`src/rtl/gpe_pkg.sv`:
```
package gpe_pkg;
  localparam int REG_W      = 32;
  localparam int BIT_THERM  = 0;
  localparam int BIT_PMEPIN = 11;
  localparam int BIT_USBA   = 12;
  localparam int BIT_BUS0   = 13;
  localparam int BIT_USBB   = 14;
  localparam int NUM_FIXED  = 5;

  typedef struct packed {
    logic [REG_W-1:0] setMask;
    logic [REG_W-1:0] clrMask;
    logic             enWrite;
    logic [REG_W-1:0] enData;
  } gpeStrobes_t;
endpackage

```
`src/rtl/gpeCtrl.sv`:
```
module gpeCtrl
  import gpe_pkg::*;
#(
  parameter int NUM_GPI     = 16,
  parameter int SYNC_STAGES = 2
) (
  input  logic               clk,
  input  logic               rstN,
  input  logic [NUM_GPI-1:0] gpiPin,
  input  logic [NUM_GPI-1:0] gpiIsInput,
  input  logic [NUM_GPI-1:0] gpiInvert,
  input  logic               pmeReqN,
  input  logic               bus0Pme,
  input  logic               usbWakeA,
  input  logic               usbWakeB,
  input  logic               thermOvr,
  input  logic [2:0]         sleepState,
  input  logic               s5Forced,
  input  logic               sciEnable,
  input  logic               regSel,
  input  logic               wrEn,
  input  logic [REG_W-1:0]   wrData,
  input  logic [REG_W-1:0]   statusQ,
  input  logic [REG_W-1:0]   enableQ,
  output gpeStrobes_t        stb,
  output logic               wakeReq,
  output logic               sciOut,
  output logic               smiOut
);
  localparam int NUM_SRC = NUM_FIXED + NUM_GPI;
  localparam int GPI_LSB = REG_W - NUM_GPI;
  localparam logic [REG_W-1:0] GPI_BITS   = ((REG_W'(1) << NUM_GPI) - 1) << GPI_LSB;
  localparam logic [REG_W-1:0] PME_BITS   = (REG_W'(1) << BIT_PMEPIN) | (REG_W'(1) << BIT_BUS0);
  localparam logic [REG_W-1:0] FIXED_BITS = PME_BITS | (REG_W'(1) << BIT_USBA) | (REG_W'(1) << BIT_USBB);
  localparam logic [REG_W-1:0] EN_MASK    = GPI_BITS | FIXED_BITS;
  localparam logic [REG_W-1:0] STAT_MASK  = EN_MASK | (REG_W'(1) << BIT_THERM);

  logic [NUM_SRC-1:0] rawEv;
  logic [NUM_SRC-1:0] syncQ [SYNC_STAGES];
  logic [NUM_SRC-1:0] cond, prevQ, rise;

  assign rawEv = {gpiPin, thermOvr, usbWakeB, bus0Pme, usbWakeA, ~pmeReqN};

  always_ff @(posedge clk or negedge rstN) begin
    if (!rstN) begin
      for (int s = 0; s < SYNC_STAGES; s++) syncQ[s] <= '0;
      prevQ <= '0;
    end else begin
      syncQ[0] <= rawEv;
      for (int s = 1; s < SYNC_STAGES; s++) syncQ[s] <= syncQ[s-1];
      prevQ <= cond;
    end
  end

  assign cond[NUM_FIXED-1:0] = syncQ[SYNC_STAGES-1][NUM_FIXED-1:0];
  genvar g;
  generate
    for (g = 0; g < NUM_GPI; g++) begin : gGpi
      assign cond[NUM_FIXED+g] = gpiIsInput[g] & (syncQ[SYNC_STAGES-1][NUM_FIXED+g] ^ gpiInvert[g]);
    end
  endgenerate
  assign rise = cond & ~prevQ;

  always_comb begin
    stb = '0;
    stb.setMask[BIT_PMEPIN] = rise[0];
    stb.setMask[BIT_USBA]   = rise[1];
    stb.setMask[BIT_BUS0]   = rise[2];
    stb.setMask[BIT_USBB]   = rise[3];
    stb.setMask[BIT_THERM]  = rise[4];
    stb.setMask[GPI_LSB +: NUM_GPI] = rise[NUM_FIXED +: NUM_GPI];
    stb.clrMask = (wrEn && !regSel) ? (wrData & STAT_MASK) : '0;
    stb.enWrite = wrEn && regSel;
    stb.enData  = wrData & EN_MASK;
  end

  logic [REG_W-1:0] pendAll, wakeSrc;
  logic inS0, forcedOff;
  assign inS0      = (sleepState == 3'd0);
  assign forcedOff = s5Forced && (sleepState == 3'd5);
  assign pendAll   = statusQ & enableQ;
  assign wakeSrc   = forcedOff ? (pendAll & ~PME_BITS) : pendAll;
  assign wakeReq   = !inS0 && (|wakeSrc);
  assign sciOut    = inS0 && sciEnable && (|pendAll);
  assign smiOut    = inS0 && !sciEnable && (|pendAll);

  a_r8_no_wake_in_s0: assert property (@(posedge clk) disable iff (!rstN)
    wakeReq |-> (sleepState != 3'd0));
  a_r7_irq_only_s0: assert property (@(posedge clk) disable iff (!rstN)
    (sciOut || smiOut) |-> (sleepState == 3'd0));
  a_r7_irq_exclusive: assert property (@(posedge clk) disable iff (!rstN)
    !(sciOut && smiOut));
  a_r10_therm_unrouted: assert property (@(posedge clk) disable iff (!rstN)
    !enableQ[BIT_THERM]);
endmodule

```
`src/rtl/gpeDatapath.sv`:
```
module gpeDatapath
  import gpe_pkg::*;
(
  input  logic             clk,
  input  logic             rstN,
  input  gpeStrobes_t      stb,
  input  logic             regSel,
  output logic [REG_W-1:0] statusQ,
  output logic [REG_W-1:0] enableQ,
  output logic [REG_W-1:0] rdData
);
  always_ff @(posedge clk or negedge rstN) begin
    if (!rstN) begin
      statusQ <= '0;
      enableQ <= '0;
    end else begin
      statusQ <= (statusQ & ~stb.clrMask) | stb.setMask;
      if (stb.enWrite) enableQ <= stb.enData;
    end
  end

  assign rdData = regSel ? enableQ : statusQ;

  a_r5_set_wins: assert property (@(posedge clk) disable iff (!rstN)
    (stb.setMask != '0) |=> ((statusQ & $past(stb.setMask)) == $past(stb.setMask)));
  a_r4_sticky: assert property (@(posedge clk) disable iff (!rstN)
    1'b1 |=> ((statusQ & ($past(statusQ) & ~$past(stb.clrMask))) == ($past(statusQ) & ~$past(stb.clrMask))));
  a_r4_clear: assert property (@(posedge clk) disable iff (!rstN)
    (stb.clrMask != '0) |=> ((statusQ & $past(stb.clrMask & ~stb.setMask)) == '0));
  a_r6_enable_hold: assert property (@(posedge clk) disable iff (!rstN)
    !stb.enWrite |=> $stable(enableQ));
endmodule

```
`src/rtl/gpeRouter.sv`:
```
module gpeRouter
  import gpe_pkg::*;
#(
  parameter int NUM_GPI     = 16,
  parameter int SYNC_STAGES = 2
) (
  input  logic               clk,
  input  logic               rstN,
  input  logic [NUM_GPI-1:0] gpiPin,
  input  logic [NUM_GPI-1:0] gpiIsInput,
  input  logic [NUM_GPI-1:0] gpiInvert,
  input  logic               pmeReqN,
  input  logic               bus0Pme,
  input  logic               usbWakeA,
  input  logic               usbWakeB,
  input  logic               thermOvr,
  input  logic [2:0]         sleepState,
  input  logic               s5Forced,
  input  logic               sciEnable,
  input  logic               regSel,
  input  logic               wrEn,
  input  logic [31:0]        wrData,
  output logic [31:0]        rdData,
  output logic               wakeReq,
  output logic               sciOut,
  output logic               smiOut
);
  gpeStrobes_t      stb;
  logic [REG_W-1:0] statusQ, enableQ;

  gpeCtrl #(.NUM_GPI(NUM_GPI), .SYNC_STAGES(SYNC_STAGES)) uCtrl (
    .clk(clk), .rstN(rstN), .gpiPin(gpiPin), .gpiIsInput(gpiIsInput),
    .gpiInvert(gpiInvert), .pmeReqN(pmeReqN), .bus0Pme(bus0Pme),
    .usbWakeA(usbWakeA), .usbWakeB(usbWakeB), .thermOvr(thermOvr),
    .sleepState(sleepState), .s5Forced(s5Forced), .sciEnable(sciEnable),
    .regSel(regSel), .wrEn(wrEn), .wrData(wrData), .statusQ(statusQ),
    .enableQ(enableQ), .stb(stb), .wakeReq(wakeReq), .sciOut(sciOut),
    .smiOut(smiOut)
  );

  gpeDatapath uData (
    .clk(clk), .rstN(rstN), .stb(stb), .regSel(regSel),
    .statusQ(statusQ), .enableQ(enableQ), .rdData(rdData)
  );
endmodule

```
`config.mk`:
```
export PLATFORM = sky130hd
export DESIGN_NAME = gpeRouter
export DESIGN_NICKNAME = d
export VERILOG_FILES = /design/src/rtl/gpe_pkg.sv /design/src/rtl/gpeCtrl.sv /design/src/rtl/gpeDatapath.sv /design/src/rtl/gpeRouter.sv
export SDC_FILE = /design/constraint.sdc
export NUM_CORES = 1
export LEC_CHECK = 0
export BUFFER_PORTS_ARGS = -buffer_cell sky130_fd_sc_hd__buf_2
export CORE_MARGIN = 5
export CORE_UTILIZATION = 35
export DETAILED_ROUTE_END_ITERATION = 10
export PLACE_DENSITY_LB_ADDON = 0.05
export REMOVE_ABC_BUFFERS = 1
export SYNTH_ARGS = -nofsm -noshare
export SYNTH_HDL_FRONTEND = slang
export SYNTH_HIERARCHICAL = 1
export SYNTH_SLANG_ARGS = --single-unit
```
`constraint.sdc`:
```
create_clock -name clk -period 3.1 [get_ports clk]
set_input_delay 0.93 -clock clk [delete_from_list [all_inputs] [get_ports clk]]
set_output_delay 0.93 -clock clk [all_outputs]
set_load 0.01 [all_outputs]
```
==> results_tabular.tex <==
\begin{tabular}{lr}
\hline
Metric & Value \\
\hline
\multicolumn{2}{l}{\textbf{Finish}} \\
\quad Final nets & 636 \\
\quad Layout cells sized above 1 & 40.2\% \\
\quad Final std cell area, no fill & 6950 sq um \\
\quad Multi-input logic area & 2040 sq um \\
\quad Flip-flop and latch area & 3180 sq um \\
\quad Number of standard cells in the final layout excluding fillers & 775 \\
\quad Inserted Diodes & 0 \\
\quad Fraction of the core area covered by cells at the end of the flow & 42.4\% \\
\quad Fill cells & 1540 \\
\quad Area added between synthesis and finish & 20.4\% \\
\multicolumn{2}{l}{\textbf{STA}} \\
\quad Tcrit/Tclk final & 94.7\% \\
\quad Number of pins with negative max-slew slack in the final report & 0 \\
\quad Final hold violation count & 0 \\
\quad Clock skew after layout & 0.00637 ns \\
\quad Slew of the pin with the lowest slew margin & 0.586 ns \\
\quad Period minus WS final & 2.94 ns \\
\quad Slew headroom & 61.0\% \\
\quad RSZ-0062 raised after global routing & false \\
\quad Number of setup violations in the final report & 0 \\
\quad Hold WS & 0.345 ns \\
\quad Setup TNS & 0 ns \\
\quad Max Freq & 340 MHz \\
\quad Post-layout worst setup margin & 0.163 ns \\
\multicolumn{2}{l}{\textbf{CTS}} \\
\quad Post-CTS Setup Bufs & 0 \\
\quad Quantity of gates resized following cts & 0 \\
\quad Clock network latency to the later pin of the worst-skew pair & 0.41 ns \\
\quad TritonCTS buffer count & 17 \\
\quad Root Driver & sky130\_fd\_sc\_hd\_\_clkbuf\_16 \\
\quad Maximum clock path buffer count & 2 \\
\quad Clock Sinks & 127 \\
\quad CTS hold repair buffers & 0 \\
\quad TritonCTS clock tree & yes \\
\quad Clock slew at reported path FFs & 0.06 ns \\
\quad H-tree levels & 4 \\
\multicolumn{2}{l}{\textbf{Place}} \\
\quad Post-placement cell area & 6300 sq um \\
\quad Post-placement worst setup slack & 0.315 ns \\
\quad DP HPWL & 7510 um \\
\quad Count of input and output buffers & 117 \\
\quad Cell count after placement & 743 \\
\quad GPL Wtd Cong & 0.757 \\
\multicolumn{2}{l}{\textbf{Power}} \\
\quad Ratio of total power to cell area & 681 nW/um\^{}2 \\
\quad Worst-case vdd ir drop & 382 uV \\
\quad Leak Pwr & 3.41 nW \\
\quad Final total power & 4.73 mW \\
\multicolumn{2}{l}{\textbf{Synthesis}} \\
\quad Avg Cell Area, Syn & 13.5 sq um \\
\quad Dominant cell type by area after synthesis & sky130\_fd\_sc\_hd\_\_dfrtp\_1 \\
\quad Prevailing post-synth register cell & sky130\_fd\_sc\_hd\_\_dfrtp\_1 \\
\quad Number of instances in the synthesized netlist & 429 \\
\quad Netlist Area Pre-Place & 5770 sq um \\
\quad Share of async-settable or async-resettable flops after synthesis & 100\% \\
\quad Ranking of synthesized cells by area & sky130\_fd\_sc\_hd\_\_dfrtp\_1 (55\%), sky130\_fd\_sc\_hd\_\_mux2\_4 (16\%), sky130\_fd\_sc\_hd\_\_buf\_4 (7.0\%) \\
\quad Number of synthesized flops with an enable pin & 0 \\
\quad Number of library cell types mapped by synthesis & 24 \\
\quad Proportion of synthesized chip area in sequential cells & 55.0\% \\
\quad Area share of the largest cell type after synthesis & 55.0\% \\
\quad Most used standard cell by instance count after synthesis & sky130\_fd\_sc\_hd\_\_dfrtp\_1 \\
\quad Commonest cells in the netlist & sky130\_fd\_sc\_hd\_\_dfrtp\_1 (127), sky130\_fd\_sc\_hd\_\_mux2\_4 (60), sky130\_fd\_sc\_hd\_\_buf\_4 (54) \\
\quad YS warnings & 6 \\
\quad Post-synthesis sequential element count & 127 \\
\multicolumn{2}{l}{\textbf{Floorplan}} \\
\quad Core ar. & 16400 sq um \\
\quad Initial Util & 35.2\% \\
\quad Die area & 19200 sq um \\
\quad Number of primary I/O pins & 129 \\
\quad Number of rows in the core area & 47 \\
\quad Die span in x & 138 um \\
\quad Die Span Y & 138 um \\
\multicolumn{2}{l}{\textbf{Drt}} \\
\quad DRC errors left & 0 \\
\quad Final WL & 10700 um \\
\quad Avg WL per Cell & 13.8 um \\
\quad Vias post-DR & 3142 \\
\quad Iteration count of the initial detailed-routing pass & 3 \\
\quad Post-DR vias/cell & 4.05 \\
\quad Final antenna-violating net count & 0 \\
\quad Initial DRC Count & 88 \\
\multicolumn{2}{l}{\textbf{Setup path}} \\
\quad Reg2Reg Capture Point & uData/statusQ[26] \\
\quad WS Path Type & reg -> out \\
\quad Internal reg-to-reg setup slack & 2.03 ns \\
\quad Startpoint type of the worst setup path & flip-flop \\
\quad Required time of the worst setup path & 2.17 ns \\
\quad Crit Path Max Fanout & 3 \\
\quad Kind of end point of the critical path & output pin \\
\quad Worst reg2reg path depth & 4 \\
\quad RR Startpoint & uCtrl/syncQ[15] \\
\quad Arrival @ worst endpoint & 2.01 ns \\
\multicolumn{2}{l}{\textbf{Hold path}} \\
\quad Worst hold path endpoint & uCtrl/cond[3] \\
\quad Class of the tightest hold or removal check & reg -> reg \\
\quad Start point of the worst hold path & uCtrl/syncQ[24] \\
\quad Hold Crit Depth & 0 \\
\multicolumn{2}{l}{\textbf{Status}} \\
\quad Result of the run & finished, final reports clean \\
\multicolumn{2}{l}{\textbf{Global route}} \\
\quad Number of antenna violations at the first check in global routing & 0 \\
\quad Grt total ovfl & 0 \\
\quad Gr usage total & 11.9\% \\
\quad Largest net degree at the start of global routing & 59 \\
\quad Number of global-route vias before repair & 3529 \\
\quad Wire length of the first global-routing pass & 18000 um \\
\multicolumn{2}{l}{\textbf{Run}} \\
\quad Max Cap Violations & 0 \\
\hline
\end{tabular}
[critical path: stages, from the launching register on]
cell and delay [ns]:
sky130_fd_sc_hd__dfrtp_1 0.40, sky130_fd_sc_hd__a22oi_1 0.25, sky130_fd_sc_hd__nand2_1 0.12, sky130_fd_sc_hd__nor4_2 0.38, sky130_fd_sc_hd__o211ai_1 0.15, sky130_fd_sc_hd__and2_1 0.17
sky130_fd_sc_hd__buf_2 0.13
[worst max-delay path by stage]
stage	slack (ns)	end	start	cells after the start
after floorplan	0.44	uData/enableQ[0]	wrEn	2
after global placement	0.32	rdData[30]	regSel	4
final	0.16	wakeReq	uData/statusQ[2]	6
after global routing	0.06	sciOut	uData/enableQ[2]	6
after CTS	0.13	wakeReq	uData/statusQ[2]	6
after detailed placement	0.32	rdData[30]	regSel	4
[placed cells by master (no fill, tap or decap)]
cell type                      n
sky130_fd_sc_hd__a22oi_1      16
sky130_fd_sc_hd__nand3_1       2
sky130_fd_sc_hd__and2_2        1
sky130_fd_sc_hd__nor2b_2       1
sky130_fd_sc_hd__buf_6         1
sky130_fd_sc_hd__nor2b_1      21
sky130_fd_sc_hd__bufinv_16     4
sky130_fd_sc_hd__clkbuf_16    17
sky130_fd_sc_hd__and2_1       38
sky130_fd_sc_hd__buf_2       116
sky130_fd_sc_hd__or3_1         1
sky130_fd_sc_hd__a21o_1       32
sky130_fd_sc_hd__nand2_1       4
sky130_fd_sc_hd__nor3_1        1
sky130_fd_sc_hd__nor2_1        2
sky130_fd_sc_hd__conb_1       34
sky130_fd_sc_hd__clkinvlp_4    3
sky130_fd_sc_hd__o211ai_1      1
sky130_fd_sc_hd__clkinv_4      1
sky130_fd_sc_hd__dfrtp_1     127
sky130_fd_sc_hd__nand4_1       1
sky130_fd_sc_hd__and3_2        1
sky130_fd_sc_hd__inv_1        33
sky130_fd_sc_hd__nor3b_1       1
sky130_fd_sc_hd__clkbuf_1      2
sky130_fd_sc_hd__mux2_4       60
sky130_fd_sc_hd__buf_12        2
sky130_fd_sc_hd__buf_4         6
sky130_fd_sc_hd__nor4_2        1
sky130_fd_sc_hd__clkbuf_8      5
sky130_fd_sc_hd__mux2_2        4
sky130_fd_sc_hd__xor2_1       16
[cells by family after synthesis]
kind of cell	synth area share, %
other	0.0649
xor gates and xnor gates	2.43
DFF	55.0
muxes	16.4
AOI/OAI and AO/OA	6.37
and+or+nand+nor	7.95
buffers and inverters	11.8
[routing by layer]
metal	vias up	wire length [um]	part of all wire (%)	track usage, %
met1	1505	4820	45	14.9
met3	18	701	6.5	4.59
met5	-	0	0	0
met2	78	4970	46	18.4
li1	1541	-	-	-
met4	0	212	2.0	4.99
[power breakdown]
part	total [mW]	internal (mW)	leakage, nW	switching [mW]
logic	0.616	0.365	1.62	0.251
registers	1.94	1.82	1.48	0.112
clock network	2.18	1.46	0.309	0.725
[layout make-up]
class | count | share of cell area, %
tap | 220 | 3.96
clock inverter | 8 | 2.18
timing repair buffer | 125 | 9.74
inverter | 33 | 1.78
sequential | 127 | 45.7
multi-input combinational | 238 | 29.4
clock buffer | 24 | 7.22
[state kept, by name, indices dropped and copies added (netlist names)]
signal	count
uData/statusQ	32
uCtrl/syncQ	37
uCtrl/prevQ	21
uData/enableQ	32
uCtrl/cond	5
(Power assumes the default switching activity.)
